### src/rtl/sdtx_pkg.sv
package sdtx_pkg;

  // operation applied to the output shift register in a given cycle
  typedef enum logic [1:0] {
    SH_HOLD  = 2'd0,
    SH_SHIFT = 2'd1,
    SH_LOAD  = 2'd2
  } sh_op_e;

endpackage

### src/rtl/sdtx_clkgen.sv
module sdtx_clkgen #(
  parameter int unsigned DIV      = 8,
  parameter int unsigned SAMPLE_W = 16
) (
  input  logic clk,
  input  logic rst_n,
  output logic bclk,
  output logic fsync,
  output logic fall_tick
);

  localparam int unsigned HALF  = DIV / 2;
  localparam int unsigned PH_W  = $clog2(DIV);
  localparam int unsigned SLOTS = 2 * SAMPLE_W;
  localparam int unsigned SL_W  = $clog2(SLOTS);
  localparam logic [PH_W-1:0] PH_LAST  = PH_W'(DIV - 1);
  localparam logic [PH_W-1:0] PH_RISE  = PH_W'(HALF - 1);
  localparam logic [SL_W-1:0] SL_LAST  = SL_W'(SLOTS - 1);
  localparam logic [SL_W-1:0] SL_RIGHT = SL_W'(SAMPLE_W);

  logic [PH_W-1:0] ph_q, ph_d;
  logic [SL_W-1:0] slot_q, slot_d;
  logic            bclk_q, bclk_d;
  logic            fs_q, fs_d;
  logic            ph_last, rise_pt, slot_en;

  // next state
  always_comb begin
    ph_last = (ph_q == PH_LAST);
    rise_pt = (ph_q == PH_RISE);
    slot_en = ph_last;
    ph_d    = ph_last ? '0 : ph_q + 1'b1;
    if (rise_pt)      bclk_d = 1'b1;
    else if (ph_last) bclk_d = 1'b0;
    else              bclk_d = bclk_q;
    slot_d  = (slot_q == SL_LAST) ? '0 : slot_q + 1'b1;
    fs_d    = (slot_d < SL_RIGHT);
  end

  // registers
  always_ff @(posedge clk or negedge rst_n) begin
    if (!rst_n) begin
      ph_q   <= '0;
      bclk_q <= 1'b0;
      slot_q <= SL_LAST;
      fs_q   <= 1'b0;
    end else begin
      ph_q   <= ph_d;
      bclk_q <= bclk_d;
      if (slot_en) begin
        slot_q <= slot_d;
        fs_q   <= fs_d;
      end
    end
  end

  assign bclk      = bclk_q;
  assign fsync     = fs_q;
  assign fall_tick = ph_last;

endmodule

### src/rtl/sdtx_fsync_edge.sv
module sdtx_fsync_edge (
  input  logic clk,
  input  logic rst_n,
  input  logic fsync,
  output logic frame_start
);

  logic stage1_q, stage2_q;

  always_ff @(posedge clk or negedge rst_n) begin
    if (!rst_n) begin
      stage1_q <= 1'b0;
      stage2_q <= 1'b0;
    end else begin
      stage1_q <= fsync;
      stage2_q <= stage1_q;
    end
  end

  assign frame_start = stage1_q & ~stage2_q;

endmodule

### src/rtl/sdtx_sample_hold.sv
module sdtx_sample_hold #(
  parameter int unsigned SAMPLE_W = 16
) (
  input  logic                  clk,
  input  logic                  rst_n,
  input  logic                  frame_start,
  input  logic                  in_valid,
  input  logic [SAMPLE_W-1:0]   in_left,
  input  logic [SAMPLE_W-1:0]   in_right,
  output logic                  in_ready,
  output logic [2*SAMPLE_W-1:0] pair_out
);

  logic [2*SAMPLE_W-1:0] hold_q, hold_d;
  logic                  take;

  always_comb begin
    take     = frame_start & in_valid;
    hold_d   = {in_left, in_right};
    pair_out = take ? hold_d : hold_q;
  end

  always_ff @(posedge clk or negedge rst_n) begin
    if (!rst_n) begin
      hold_q <= '0;
    end else if (take) begin
      hold_q <= hold_d;
    end
  end

  assign in_ready = frame_start;

endmodule

### src/rtl/sdtx_shifter.sv
module sdtx_shifter
  import sdtx_pkg::*;
#(
  parameter int unsigned SAMPLE_W = 16
) (
  input  logic                  clk,
  input  logic                  rst_n,
  input  logic                  load,
  input  logic                  shift,
  input  logic [2*SAMPLE_W-1:0] pair_in,
  output logic                  sdata
);

  localparam int unsigned SR_W = 2 * SAMPLE_W;

  logic [SR_W-1:0] sr_q, sr_d;
  sh_op_e          op;

  always_comb begin
    if (load)       op = SH_LOAD;
    else if (shift) op = SH_SHIFT;
    else            op = SH_HOLD;
    case (op)
      SH_LOAD:  sr_d = pair_in;
      SH_SHIFT: sr_d = {sr_q[SR_W-2:0], 1'b0};
      default:  sr_d = sr_q;
    endcase
  end

  always_ff @(posedge clk or negedge rst_n) begin
    if (!rst_n) begin
      sr_q <= '0;
    end else if (op != SH_HOLD) begin
      sr_q <= sr_d;
    end
  end

  assign sdata = sr_q[SR_W-1];

endmodule

### src/rtl/stereo_dac_tx.sv
module stereo_dac_tx #(
  parameter int unsigned DIV      = 8,
  parameter int unsigned SAMPLE_W = 16
) (
  input  logic                clk,
  input  logic                rst_n,
  input  logic                smp_valid,
  output logic                smp_ready,
  input  logic [SAMPLE_W-1:0] smp_left,
  input  logic [SAMPLE_W-1:0] smp_right,
  output logic                dac_bclk,
  output logic                dac_fsync,
  output logic                dac_sdata
);

  logic                  rst_meta_n, rst_sync_n;
  logic                  fall_tick, frame_start;
  logic [2*SAMPLE_W-1:0] pair;

  // asynchronous assert, synchronous release
  always_ff @(posedge clk or negedge rst_n) begin
    if (!rst_n) begin
      rst_meta_n <= 1'b0;
      rst_sync_n <= 1'b0;
    end else begin
      rst_meta_n <= 1'b1;
      rst_sync_n <= rst_meta_n;
    end
  end

  sdtx_clkgen #(.DIV(DIV), .SAMPLE_W(SAMPLE_W)) u_clkgen (
    .clk       (clk),
    .rst_n     (rst_sync_n),
    .bclk      (dac_bclk),
    .fsync     (dac_fsync),
    .fall_tick (fall_tick)
  );

  sdtx_fsync_edge u_edge (
    .clk         (clk),
    .rst_n       (rst_sync_n),
    .fsync       (dac_fsync),
    .frame_start (frame_start)
  );

  sdtx_sample_hold #(.SAMPLE_W(SAMPLE_W)) u_hold (
    .clk         (clk),
    .rst_n       (rst_sync_n),
    .frame_start (frame_start),
    .in_valid    (smp_valid),
    .in_left     (smp_left),
    .in_right    (smp_right),
    .in_ready    (smp_ready),
    .pair_out    (pair)
  );

  sdtx_shifter #(.SAMPLE_W(SAMPLE_W)) u_shift (
    .clk     (clk),
    .rst_n   (rst_sync_n),
    .load    (frame_start),
    .shift   (fall_tick),
    .pair_in (pair),
    .sdata   (dac_sdata)
  );

endmodule

### config.mk
export PLATFORM = sky130hd
export DESIGN_NAME = stereo_dac_tx
export DESIGN_NICKNAME = d
export VERILOG_FILES = /design/src/rtl/sdtx_pkg.sv /design/src/rtl/sdtx_clkgen.sv /design/src/rtl/sdtx_fsync_edge.sv /design/src/rtl/sdtx_sample_hold.sv /design/src/rtl/sdtx_shifter.sv /design/src/rtl/stereo_dac_tx.sv
export SDC_FILE = /design/constraint.sdc
export NUM_CORES = 1
export LEC_CHECK = 0
export ABC_AREA = 1
export ABC_CLOCK_PERIOD_IN_PS = 2900
export BUFFER_PORTS_ARGS = -buffer_cell sky130_fd_sc_hd__buf_2
export CELL_PAD_IN_SITES_DETAIL_PLACEMENT = 1
export CELL_PAD_IN_SITES_GLOBAL_PLACEMENT = 2
export CORE_UTILIZATION = 35
export DETAILED_ROUTE_END_ITERATION = 6
export PLACE_DENSITY_LB_ADDON = 0.08
export SLEW_MARGIN = 10
export SYNTH_ARGS = -nofsm -noshare
export SYNTH_HDL_FRONTEND = slang
export SYNTH_SLANG_ARGS = --single-unit
### constraint.sdc
create_clock -name clk -period 2.9 [get_ports clk]
set_input_delay 0.29 -clock clk [delete_from_list [all_inputs] [get_ports clk]]
set_output_delay 0.29 -clock clk [all_outputs]
set_load 0.01 [all_outputs]
==> impl_results.md <==
* Outcome: finished, final reports clean
* Main synth FF type: dfrtp_1
* Number of cell rows at 38
* YS warnings at 0
* Share of layout cells above drive strength 1 at 12.5%
* Wire length on met2 at 4270 um
* Number of antenna violations at the first check in global routing at 0
* Comb pwr share at under 10%
* Met3 wire length at approximately 280 um
* Most common cell after layout, fill and taps aside: nand2_1
* GR Util All Layers at between 10% and 20%
* CTS Root Cell: clkbuf_16
* DR vias/cell at ~4.7
* MaxCap Viol Count at 0
* RSZ-0062 raised after global routing: false
* Sequential Power Share at between 40% and 50%
* Vias in the first global route at around 3,300
* Sw frac at between 20% and 30%
* Longest Clk Path Bufs at 2
* Minimum clock period at 2.40 ns
* Net Sw Power at around 0.53 mW
* Critical Path RT at 2.61 ns
* Layout fillers at between 1,000 and 1,500
* I/O Buffers at 38
* Iteration-0 DRC Markers at 113
* Die Area at approximately 12,000 sq um
* Startpoint types: register
* Layout Nets at ~560
* RD Place Congestion at 0.694
* CP Capture Type: primary output
* TritonCTS clock tree: yes
* Clk pin slew, worst setup/hold paths at about 0.06 ns
* Post-DRT Antenna Nets at 0
* Via count at between 3,000 and 4,000
* Setup TNS at 0 ns
* Wire length per cell at approximately 14 um
* I/O pins at 39
* Largest net degree at the start of global routing at between 70 and 80
* DPL Wire Length at 5560 um
* Achievable Freq at around 0.42 GHz
* N_diodes at 0
* GR Overflow Total at 0
* CTS Sinks at between 70 and 80
* Netlist cell types at 21
* P_int at about 1.8 mW
* Seq/Total Area, Yosys at between 40% and 50%
* Most frequent cells in the layout: nand2_1 (108), inv_1 (98), nand3_1 (96)
* Worst Hold Slack at about 0.28 ns
* Worst hold path type: input pin to asynchronous set/reset pin
* Core area at 11,000 sq um
* Finished Layout Cells at between 600 and 700
* Max layer used: met4
* Met1 Routed Length at 4440 um
* DRT Pass-1 Iters at 4
* Fin worst setup slack at roughly 0.5 ns
* Synth Register Bits at 78
* Post-CTS Setup Bufs at 0
* Worst Clk Skew at around 0.0038 ns
* Drt drc at 0
* Syn_nets at 540
* Clock Latency Late Sink at between 0.3 and 0.4 ns
* Mapped Cells at between 400 and 500
* Post-Syn Area per Cell at 8.12 sq um
* CP max FO at between 60 and 70
* Chip height at 109 um
* Post-Syn Area at 4040 sq um
* Starting Density at between 30 and 40%
* Crit share post-route at 82.7%
* # placed instances at between 600 and 700
* Asr flop ratio synth at 100%
* Global-route wire length before repair at 16,200 um
* Worst VDD drop at roughly 290 uV
* CP peak stage delay at between 0.7 and 0.8 ns
* Slew headroom at between 30% and 40%
* Crit Path Class: register to primary output
* Slowest CP cell: dfrtp_1
* Worst Path Arrival at about 2.1 ns
* Fin. max-slew vios at 0
* Post-synth EDFFs at 0
* Layout overhead on the synthesized area at 11.2%
* Die width at 109 um
* Final setup violation count at 0
* Power per cell area at 522 nW/um^2
* Worst-margin pin slew at roughly 1 ns
* Final hold violations at 0
* CTS Buf Count at 9
* Pleak at 2.44 nW
* Post-cts resize count at 0
* Clock power frac at 45.1%
* Drt total wl at approximately 9000 um
* Pre-CTS setup slack at 0.847 ns
* H-Tree Depth at 3
* Cells along the critical path: nand2_8, inv_4, buf_2
==> worst max-delay path: cells and delay by family (launching register included) <==
kind | cells | cell delay [ns]
AND/OR/NAND/NOR | 1 | 0.34
flip-flops | 1 | 0.76
buffers and inverters | 2 | 0.64
==> metrics by stage <==
stage	total power, mW	cell area, sq um	utilization [%]
5_1_grt	2.45	4500	40.8
4_1_cts	2.38	4500	40.8
2_1_floorplan	1.26	4040	-
3_3_place_gp	1.31	4210	38.2
3_5_place_dp	1.31	4210	38.2
6_report	2.35	4500	40.8
==> cell type report <==
cell class              instances  area [sq um]  area share [%]
clock buffers                  15           268            5.96
repair buffers                 43           230            5.12
flip-flops and latches         78          1960            43.6
clock inverters                 1          5.00           0.111
multi-input cells             289          1470            32.7
well taps                     140           175            3.90
inverters                     101           384            8.54
==> cells in the mapped netlist, types with 2 or more instances <==
cell type | count | share of area [%]
nand3_1 | 96 | 12
inv_4 | 2 | 0.31
dfrtp_1 | 73 | 45
buf_2 | 17 | 2.1
and2_1 | 32 | 5.0
nor2_1 | 7 | 0.65
nand4_1 | 32 | 5.0
nand2_1 | 108 | 10
dfstp_2 | 5 | 3.3
buf_6 | 12 | 3.3
inv_1 | 98 | 9.1
ha_1 | 7 | 2.2
==> final timing paths <==
check | cells past startpoint | slack, ns | startpoint | endpoint
hold reg to reg | 0 | 0.36 | rst_meta_n | rst_sync_n
setup reg to reg | 8 | 0.94 | u_clkgen.ph_q[0] | u_shift.sr_q[5]
setup / recovery | 3 | 0.50 | u_edge.stage1_q | smp_ready
hold / removal | 2 | 0.28 | rst_n | rst_sync_n
min in group clk | 4 | 0.30 | smp_left[15] | u_hold.hold_q[31]
max in group asynchronous | 0 | 1.74 | rst_sync_n | u_shift.sr_q[8]
==> cells by family after synthesis <==
logic type               count (synthesis)  share of synthesized area [%]
other                                    1                         0.0928
AO/OA/AOI/OAI                            2                          0.310
flip-flops                              78                           48.5
buffers and inverters                  131                           15.1
adder cells (fa/ha/maj)                  7                           2.17
multiplexers                             1                          0.279
AND/OR/NAND/NOR                        278                           33.6
==> power by group through the flow <==
stage | Clock (mW) | Sequential [mW] | Combinational, mW
final | 1.06 | 1.17 | 0.120
after global routing | 1.13 | 1.18 | 0.142
after CTS | 1.09 | 1.17 | 0.122
after detailed placement | 0 | 1.19 | 0.119
after global placement | 0 | 1.19 | 0.116
after floorplan | 0 | 1.18 | 0.0805
==> timing repair <==
item                                    CTS  global route
hold buffers                              1             0
endpoints found under the hold margin     2             0
endpoints found under the setup margin    0             0
==> state kept, by name, summed over array words and instances (netlist names) <==
register         flops
rst_meta_n           1
u_clkgen.slot_q      5
u_edge.stage1_q      1
u_clkgen.ph_q        3
u_shift.sr_q        32
u_clkgen.bclk        1
u_hold.hold_q       32
rst_sync_n           1
u_clkgen.fsync       1
u_edge.stage2_q      1
==> routing by layer <==
metal	global-route usage, %	vias to the layer above
li1	-	1592
met3	3.79	9
met5	0	-
met4	5.43	0
met1	22.8	1518
met2	29.2	36
No activity file was read; power rests on OpenSTA's default activity.
